### src/rtl/bytelink_pkg.sv
package bytelink_pkg;
    typedef enum logic [2:0] {
        ST_NOT_READY = 3'd0,
        ST_IDLE      = 3'd1,
        ST_WAIT_TX   = 3'd2,
        ST_OUT       = 3'd3,
        ST_RECOVER   = 3'd4,
        ST_IN        = 3'd5,
        ST_HOLDOFF   = 3'd6
    } link_state_t;
endpackage

### src/rtl/link_delay_timer.sv
module link_delay_timer #(
    parameter int SHORT_CYC = 7500,
    parameter int LONG_CYC  = 75000
) (
    input  logic clk,
    input  logic rst_n,
    input  logic start,
    input  logic sel_long,
    output logic done
);
    localparam int MAXC = (LONG_CYC > SHORT_CYC) ? LONG_CYC : SHORT_CYC;
    localparam int W    = $clog2(MAXC + 1);
    localparam logic [W-1:0] SHORT_LD = W'(SHORT_CYC - 1);
    localparam logic [W-1:0] LONG_LD  = W'(LONG_CYC - 1);

    logic [W-1:0] cnt;
    logic         run;

    always_ff @(posedge clk or negedge rst_n) begin
        if (!rst_n) begin
            cnt <= '0;
            run <= 1'b0;
        end else if (start) begin
            cnt <= sel_long ? LONG_LD : SHORT_LD;
            run <= 1'b1;
        end else if (run) begin
            if (cnt == '0) run <= 1'b0;
            else           cnt <= cnt - 1'b1;
        end
    end

    assign done = run && (cnt == '0);
endmodule

### src/rtl/link_rx_buffer.sv
module link_rx_buffer #(
    parameter int DEPTH = 256,
    parameter int AW    = $clog2(DEPTH)
) (
    input  logic          clk,
    input  logic          we,
    input  logic [AW-1:0] waddr,
    input  logic [7:0]    wdata,
    input  logic [AW-1:0] raddr,
    output logic [7:0]    rdata
);
    logic [7:0] mem [DEPTH];

    always_ff @(posedge clk) begin
        if (we) mem[waddr] <= wdata;
    end

    assign rdata = mem[raddr];
endmodule

### src/rtl/bytelink_ctrl.sv
module bytelink_ctrl #(
    parameter int CLK_PER_US = 50,
    parameter int SHORT_US   = 150,
    parameter int LONG_US    = 1500,
    parameter int BUF_DEPTH  = 256
) (
    input  logic                           clk,
    input  logic                           rst_n,
    input  logic                           link_en,
    input  logic                           send_req,
    input  logic [7:0]                     send_len,
    output logic                           send_accept,
    output logic                           send_busy,
    output logic [7:0]                     tx_idx,
    input  logic [7:0]                     tx_byte,
    output logic                           sr_load,
    output logic [7:0]                     sr_wdata,
    input  logic [7:0]                     sr_rdata,
    input  logic                           byte_done,
    input  logic                           periph_req,
    output logic                           dir_out,
    output logic                           tip,
    output logic                           ack,
    output logic                           frame_done,
    output logic [7:0]                     frame_type,
    output logic [$clog2(BUF_DEPTH+1)-1:0] frame_len,
    output logic                           frame_ovf,
    input  logic [$clog2(BUF_DEPTH)-1:0]   rd_addr,
    output logic [7:0]                     rd_data
);
    import bytelink_pkg::*;

    localparam int LEN_W     = $clog2(BUF_DEPTH + 1);
    localparam int CNT_W     = $clog2(BUF_DEPTH + 3);
    localparam int ADDR_W    = $clog2(BUF_DEPTH);
    localparam int SHORT_CYC = SHORT_US * CLK_PER_US;
    localparam int LONG_CYC  = LONG_US * CLK_PER_US;
    localparam logic [CNT_W-1:0] FULL_CNT = CNT_W'(BUF_DEPTH + 1);

    link_state_t      state, nxt;
    logic             pend;
    logic [7:0]       tx_len;
    logic [7:0]       sent;
    logic [CNT_W-1:0] rx_cnt;
    logic [7:0]       type_r;

    logic accept, tmr_start, tmr_long, tmr_done;
    logic go_send, do_abort, do_enter_in, do_tx_next, do_tx_done, do_rx, rx_last;
    logic last_out, rx_full, buf_we;

    assign accept   = send_req && (state != ST_NOT_READY) && !pend && (send_len != 8'd0);
    assign last_out = ({1'b0, sent} + 9'd1) == {1'b0, tx_len};
    assign rx_full  = (rx_cnt == FULL_CNT);
    assign tx_idx   = (state == ST_OUT) ? (sent + 8'd1) : 8'd0;
    assign buf_we   = do_rx && (rx_cnt >= CNT_W'(2));

    link_delay_timer #(.SHORT_CYC(SHORT_CYC), .LONG_CYC(LONG_CYC)) u_timer (
        .clk(clk), .rst_n(rst_n), .start(tmr_start), .sel_long(tmr_long), .done(tmr_done)
    );

    link_rx_buffer #(.DEPTH(BUF_DEPTH), .AW(ADDR_W)) u_rxbuf (
        .clk(clk), .we(buf_we), .waddr(ADDR_W'(rx_cnt - CNT_W'(2))),
        .wdata(sr_rdata), .raddr(rd_addr), .rdata(rd_data)
    );

    // next-state and action decode
    always_comb begin
        nxt = state;
        go_send = 1'b0; do_abort = 1'b0; do_enter_in = 1'b0;
        do_tx_next = 1'b0; do_tx_done = 1'b0; do_rx = 1'b0; rx_last = 1'b0;
        tmr_start = 1'b0; tmr_long = 1'b0;
        unique case (state)
            ST_NOT_READY: if (link_en) nxt = ST_IDLE;
            ST_IDLE, ST_WAIT_TX, ST_HOLDOFF: begin
                if (byte_done) begin
                    // lead byte of an inbound frame, or a false start
                    if (periph_req) begin do_enter_in = 1'b1; nxt = ST_IN; end
                    else nxt = ST_IDLE;
                end else if (state == ST_IDLE) begin
                    if (pend) begin nxt = ST_WAIT_TX; tmr_start = 1'b1; end
                end else if (tmr_done) begin
                    if (periph_req) nxt = ST_IDLE;
                    else begin go_send = 1'b1; nxt = ST_OUT; end
                end
            end
            ST_OUT: if (byte_done) begin
                if (periph_req) begin do_abort = 1'b1; nxt = ST_RECOVER; tmr_start = 1'b1; end
                else if (last_out) begin do_tx_done = 1'b1; nxt = ST_IDLE; end
                else do_tx_next = 1'b1;
            end
            ST_RECOVER: if (tmr_done) begin
                if (periph_req) begin do_enter_in = 1'b1; nxt = ST_IN; end
                else nxt = ST_IDLE;
            end
            ST_IN: if (byte_done) begin
                do_rx = 1'b1;
                if (!periph_req || rx_full) begin
                    rx_last = 1'b1;
                    if (pend) begin nxt = ST_HOLDOFF; tmr_start = 1'b1; tmr_long = 1'b1; end
                    else nxt = ST_IDLE;
                end
            end
            default: nxt = ST_NOT_READY;
        endcase
    end

    // state register
    always_ff @(posedge clk or negedge rst_n) begin
        if (!rst_n) state <= ST_NOT_READY;
        else        state <= nxt;
    end

    // link lines and datapath
    always_ff @(posedge clk or negedge rst_n) begin
        if (!rst_n) begin
            dir_out <= 1'b0; tip <= 1'b0; ack <= 1'b1;
            sr_load <= 1'b0; sr_wdata <= 8'd0;
            pend <= 1'b0; tx_len <= 8'd0; sent <= 8'd0;
            rx_cnt <= '0; type_r <= 8'd0;
            send_accept <= 1'b0; send_busy <= 1'b0;
            frame_done <= 1'b0; frame_type <= 8'd0; frame_len <= '0; frame_ovf <= 1'b0;
        end else begin
            sr_load     <= 1'b0;
            frame_done  <= 1'b0;
            frame_ovf   <= 1'b0;
            send_accept <= accept;
            send_busy   <= send_req && !accept;
            if (accept) begin
                pend   <= 1'b1;
                tx_len <= send_len;
            end
            if (go_send) begin
                dir_out <= 1'b1; sr_load <= 1'b1; sr_wdata <= tx_byte;
                ack <= 1'b0; tip <= 1'b1; sent <= 8'd0;
            end
            if (do_abort) begin
                dir_out <= 1'b0; tip <= 1'b0; ack <= 1'b1; sent <= 8'd0;
            end
            if (do_tx_done) begin
                dir_out <= 1'b0; tip <= 1'b0; ack <= 1'b1; pend <= 1'b0;
            end
            if (do_tx_next) begin
                sent <= sent + 8'd1; sr_load <= 1'b1; sr_wdata <= tx_byte; ack <= ~ack;
            end
            if (do_enter_in) begin
                dir_out <= 1'b0; tip <= 1'b1; rx_cnt <= CNT_W'(1);
            end
            if (do_rx) begin
                rx_cnt <= rx_cnt + 1'b1;
                if (rx_cnt == CNT_W'(1)) type_r <= sr_rdata;
                if (rx_last) begin
                    tip <= 1'b0; ack <= 1'b1; frame_done <= 1'b1;
                    frame_type <= (rx_cnt == CNT_W'(1)) ? sr_rdata : type_r;
                    frame_len  <= LEN_W'(rx_cnt - CNT_W'(1));
                    frame_ovf  <= rx_full;
                end else begin
                    ack <= ~ack;
                end
            end
        end
    end
endmodule

### config.mk
export PLATFORM = sky130hd
export DESIGN_NAME = bytelink_ctrl
export DESIGN_NICKNAME = d
export VERILOG_FILES = /design/src/rtl/bytelink_pkg.sv /design/src/rtl/link_delay_timer.sv /design/src/rtl/link_rx_buffer.sv /design/src/rtl/bytelink_ctrl.sv
export SDC_FILE = /design/constraint.sdc
export NUM_CORES = 2
export LEC_CHECK = 0
export BUFFER_PORTS_ARGS = -buffer_cell sky130_fd_sc_hd__buf_2
export CORE_AREA = 2 2 534 536
export CTS_CLUSTER_DIAMETER = 80
export DETAILED_ROUTE_END_ITERATION = 16
export DIE_AREA = 0 0 536 538
export HOLD_SLACK_MARGIN = 0.05
export SYNTH_ARGS = -nofsm -noshare
export SYNTH_HDL_FRONTEND = slang
export SYNTH_HIERARCHICAL = 1
export SYNTH_SLANG_ARGS = --single-unit
### constraint.sdc
create_clock -name clk -period 3.9 [get_ports clk]
set_input_delay 0 -clock clk [delete_from_list [all_inputs] [get_ports clk]]
set_output_delay 0 -clock clk [all_outputs]
set_load 0.01 [all_outputs]
==> metrics <==
status=finished, final reports clean; leakage=0.0317 uW; r2r setup slk=0.20 ns; initial antenna violation count=8; Req. time, crit path=3.90 ns; critical path's slowest cell=nor4_1; maximum fanout along the worst path=1; Syn. warnings=6; vias in the first global route=44700; first-pass GRT wire length=320000 um; critical path type=flop to primary output; Setup Viol. Count Final=0; Via density=5.08; net count after synthesis=4303; RSZ-0062 raised after global routing=false; Synth async-reset ratio=0.0412; max-cap check violation count=0; Max clock buf depth=4; Highest Clock Rate=261 MHz; R2R depth=14; Top delay family on crit path=simple AND/OR/NAND/NOR gates; die height=538 um; setup TNS=0 ns; Primary FF master, synth=edfxtp_1; GP Congestion=0.849; CTS Buf Count=211; detailed-route via count=44300; dpl ws=0.0416 ns; Die ar.=288000 um2; Worst EP arrival=3.83 ns; placed cell count=8274; count leader, synth=edfxtp_1; crit path cell chain=mux4_2 -> mux4_2 -> nor2b_1 -> nor4_1 -> nor4_1 -> buf_2; share of the clock period used by the worst path=0.983; Setup crit start kind=flop; hold endpoint=u_rxbuf/mem[48][6]$_DFFE_PP_; Starting Density=0.298; DRT Wirelength=221000 um; Synth Register Bits=2136; CTS Sinks=2136; EDFF count, synth=2048; Cell Area, Synth=84400 um2; port bufs=86; Worst Min Path Start=sr_rdata[6]; sequential share of the synthesized area=0.755; Buf/Inv on CP=1; area share of the largest cell type after synthesis=0.728; top cells by count, synth=edfxtp_1, mux4_2, nor2_1; Final Slew Violations=0; share of cells above drive strength 1=0.271; Critical R2R Launch=u_timer/cnt[1]$_DFFE_PN0P_; fin crit period=3.83 ns; DRC Markers=0; Core Region=283000 um2; row count=196; worst vdd ir=0.335 mV; Final HPWL DP=138000 um; Post-DRT Antenna Nets=0; Clock Skews=0.0875 ns; Least-Margin Pin Slew=1.14 ns; IO Count=87; Post-Syn Instances=4256; drt wl/cell=25.3 um; HP Class=input port to flop; max incr delay on CP=0.94 ns; hold path depth=2; Detailed Route Iter0 Violations=4912; Fill cells=26100; clk_lat worst skew=0.88 ns; Clock transition at path regs=0.06 ns; drt first pass iters=5; final setup margin=0.0659 ns; Die Wd=536 um; area leader, netlist=edfxtp_1; Worst R2R End=sr_wdata[1]$_DFFE_PN0P_; synth top area cells=edfxtp_1, mux4_2, dfrtp_1; Slew HR=0.227; Area Growth Syn to Fin=17.6%; CTS tree=yes; H-Tree Depth=4; final non-filler cell total=8730; Final Hold Viols=0; Worst setup EP type=primary output; P per Cell Area=515 nW/um2; gr ovfl total=0; storage element area=63700 um2; Multi-input gate area=19100 um2; Syn Area/Cell=19.8 um2; Yosys cell types=95; Root Buffer=clkbuf_16; largest net degree at the start of global routing=137; GRT Total Usage=0.150; nets=4846
==> report_power, final <==
| group | leakage (uW) | switching [uW] | internal [uW] |
|---|---|---|---|
| Clock | 0.00329 | 8540 | 11500 |
| Sequential | 0.0195 | 365 | 25500 |
| Combinational | 0.00896 | 3310 | 1890 |
| Total | 0.0317 | 12200 | 38900 |
==> layout by cell type, fill, tap and decap left out, types with 13 or more instances in the layout <==
cell type      Yosys  layout
nand4_1           13      13
a21oi_1          115     114
nor3_1            31      31
clkinv_2           0      43
buf_4             30     408
nor2b_1           44      40
dlygate4sd3_1      0      72
mux4_2           454     454
clkbuf_16          0     212
a221oi_1          13      13
o22ai_1           29      29
xor2_1            15      15
nor2_1           319     314
nand3_1           49      49
inv_1             15      15
a22oi_1          133     133
bufinv_16          0      24
nand2b_1          16      16
dfrtp_1           87      87
mux2i_1          143     143
buf_12             8      30
mux2_2            17      17
nand2_1          115     114
a211oi_1          21      21
clkinv_1           1      43
nor4_1            38      38
o221ai_1          46      46
buf_2             38      74
edfxtp_1        2048    2048
clkbuf_1         131      40
o21ai_0           46      46
==> layout make-up <==
| type | instances | share of cell area |
|---|---|---|
| Clock buffer | 252 | 0.0550 |
| Sequential cell | 2136 | 0.642 |
| Multi-Input combinational cell | 1839 | 0.193 |
| Clock inverter | 126 | 0.0126 |
| Tap cell | 3762 | 0.0474 |
| Inverter | 16 | 0.000605 |
| Timing Repair Buffer | 595 | 0.0497 |
| Antenna cell | 4 | 0.000101 |
==> flip-flops by register name, indices dropped and copies added, names as in the netlist, 3 cells and up <==
register     count
type_r           8
sr_wdata         8
sent             8
rx_cnt           9
u_timer/cnt     17
state            3
frame_len        9
frame_type       8
u_rxbuf/mem   2048
tx_len           8
==> cells by family after synthesis <==
logic type / after synthesis / synth area share
XOR/XNOR: 27 / 0.00316
adder cells (fa/ha/maj): 10 / 0.00145
buffers and inverters: 282 / 0.0197
AND/OR/NAND/NOR: 691 / 0.0389
multiplexers: 616 / 0.141
AO/OA/AOI/OAI: 494 / 0.0412
flip-flops: 2136 / 0.755
==> worst register-to-register path: cells and delay by family, from the launching register on <==
kind	cells	cell delay, ns
adder cells (fa/ha/maj)	1	0.21
AND/OR/NAND/NOR	8	1.59
multiplexers	1	0.33
flip-flops	1	0.41
AO/OA/AOI/OAI	1	0.19
buffers and inverters	3	0.83
==> how the worst max path moves through the flow <==
stage                                  start                       endpoint  depth (start not counted)  slack, ns
4_1_cts        u_rxbuf/mem[130][1]$_DFFE_PP_                     rd_data[1]                          7       0.04
2_1_floorplan          rx_cnt[2]$_DFFE_PN0P_  u_rxbuf/mem[180][0]$_DFFE_PP_                         10       0.86
6_report        u_rxbuf/mem[84][1]$_DFFE_PP_                     rd_data[1]                          6       0.07
5_1_grt                rx_cnt[1]$_DFFE_PN0P_  u_rxbuf/mem[179][1]$_DFFE_PP_                         11       0.01
3_5_place_dp           rx_cnt[1]$_DFFE_PN0P_  u_rxbuf/mem[140][1]$_DFFE_PP_                         10       0.04
3_3_place_gp           rx_cnt[1]$_DFFE_PN0P_  u_rxbuf/mem[136][2]$_DFFE_PP_                         10       0.13
==> through the flow <==
| step | hold WS, ns | util | power (uW) | cell area (um2) |
|---|---|---|---|---|
| floorplan | -0.296 | - | 29000 | 84400 |
| global placement | 0.126 | 0.324 | 31200 | 91800 |
| finish | 0.186 | 0.350 | 51100 | 99300 |
| detailed placement | 0.133 | 0.324 | 31300 | 91800 |
| CTS | 0.157 | 0.350 | 51500 | 99200 |
| global route | 0.198 | 0.350 | 52800 | 99300 |
==> layer usage <==
layer / part of all wire / vias to the layer above / global-route usage
met1: 0.41 / 23700 / 0.201
met2: 0.48 / 1695 / 0.246
li1: - / 18700 / -
met5: 0.000032 / - / 0
met4: 0.029 / 2 / 0.0438
met3: 0.075 / 326 / 0.0308
==> repair_timing <==
| item | in CTS | in global routing |
|---|---|---|
| endpoints found under the setup margin | 0 | 61 |
| hold endpoints to repair | 1422 | 0 |
| buffers inserted | 0 | 0 |
| resized for setup | 0 | 7 |
| hold buffers | 73 | 0 |
Power figures use the tool's default switching activity.
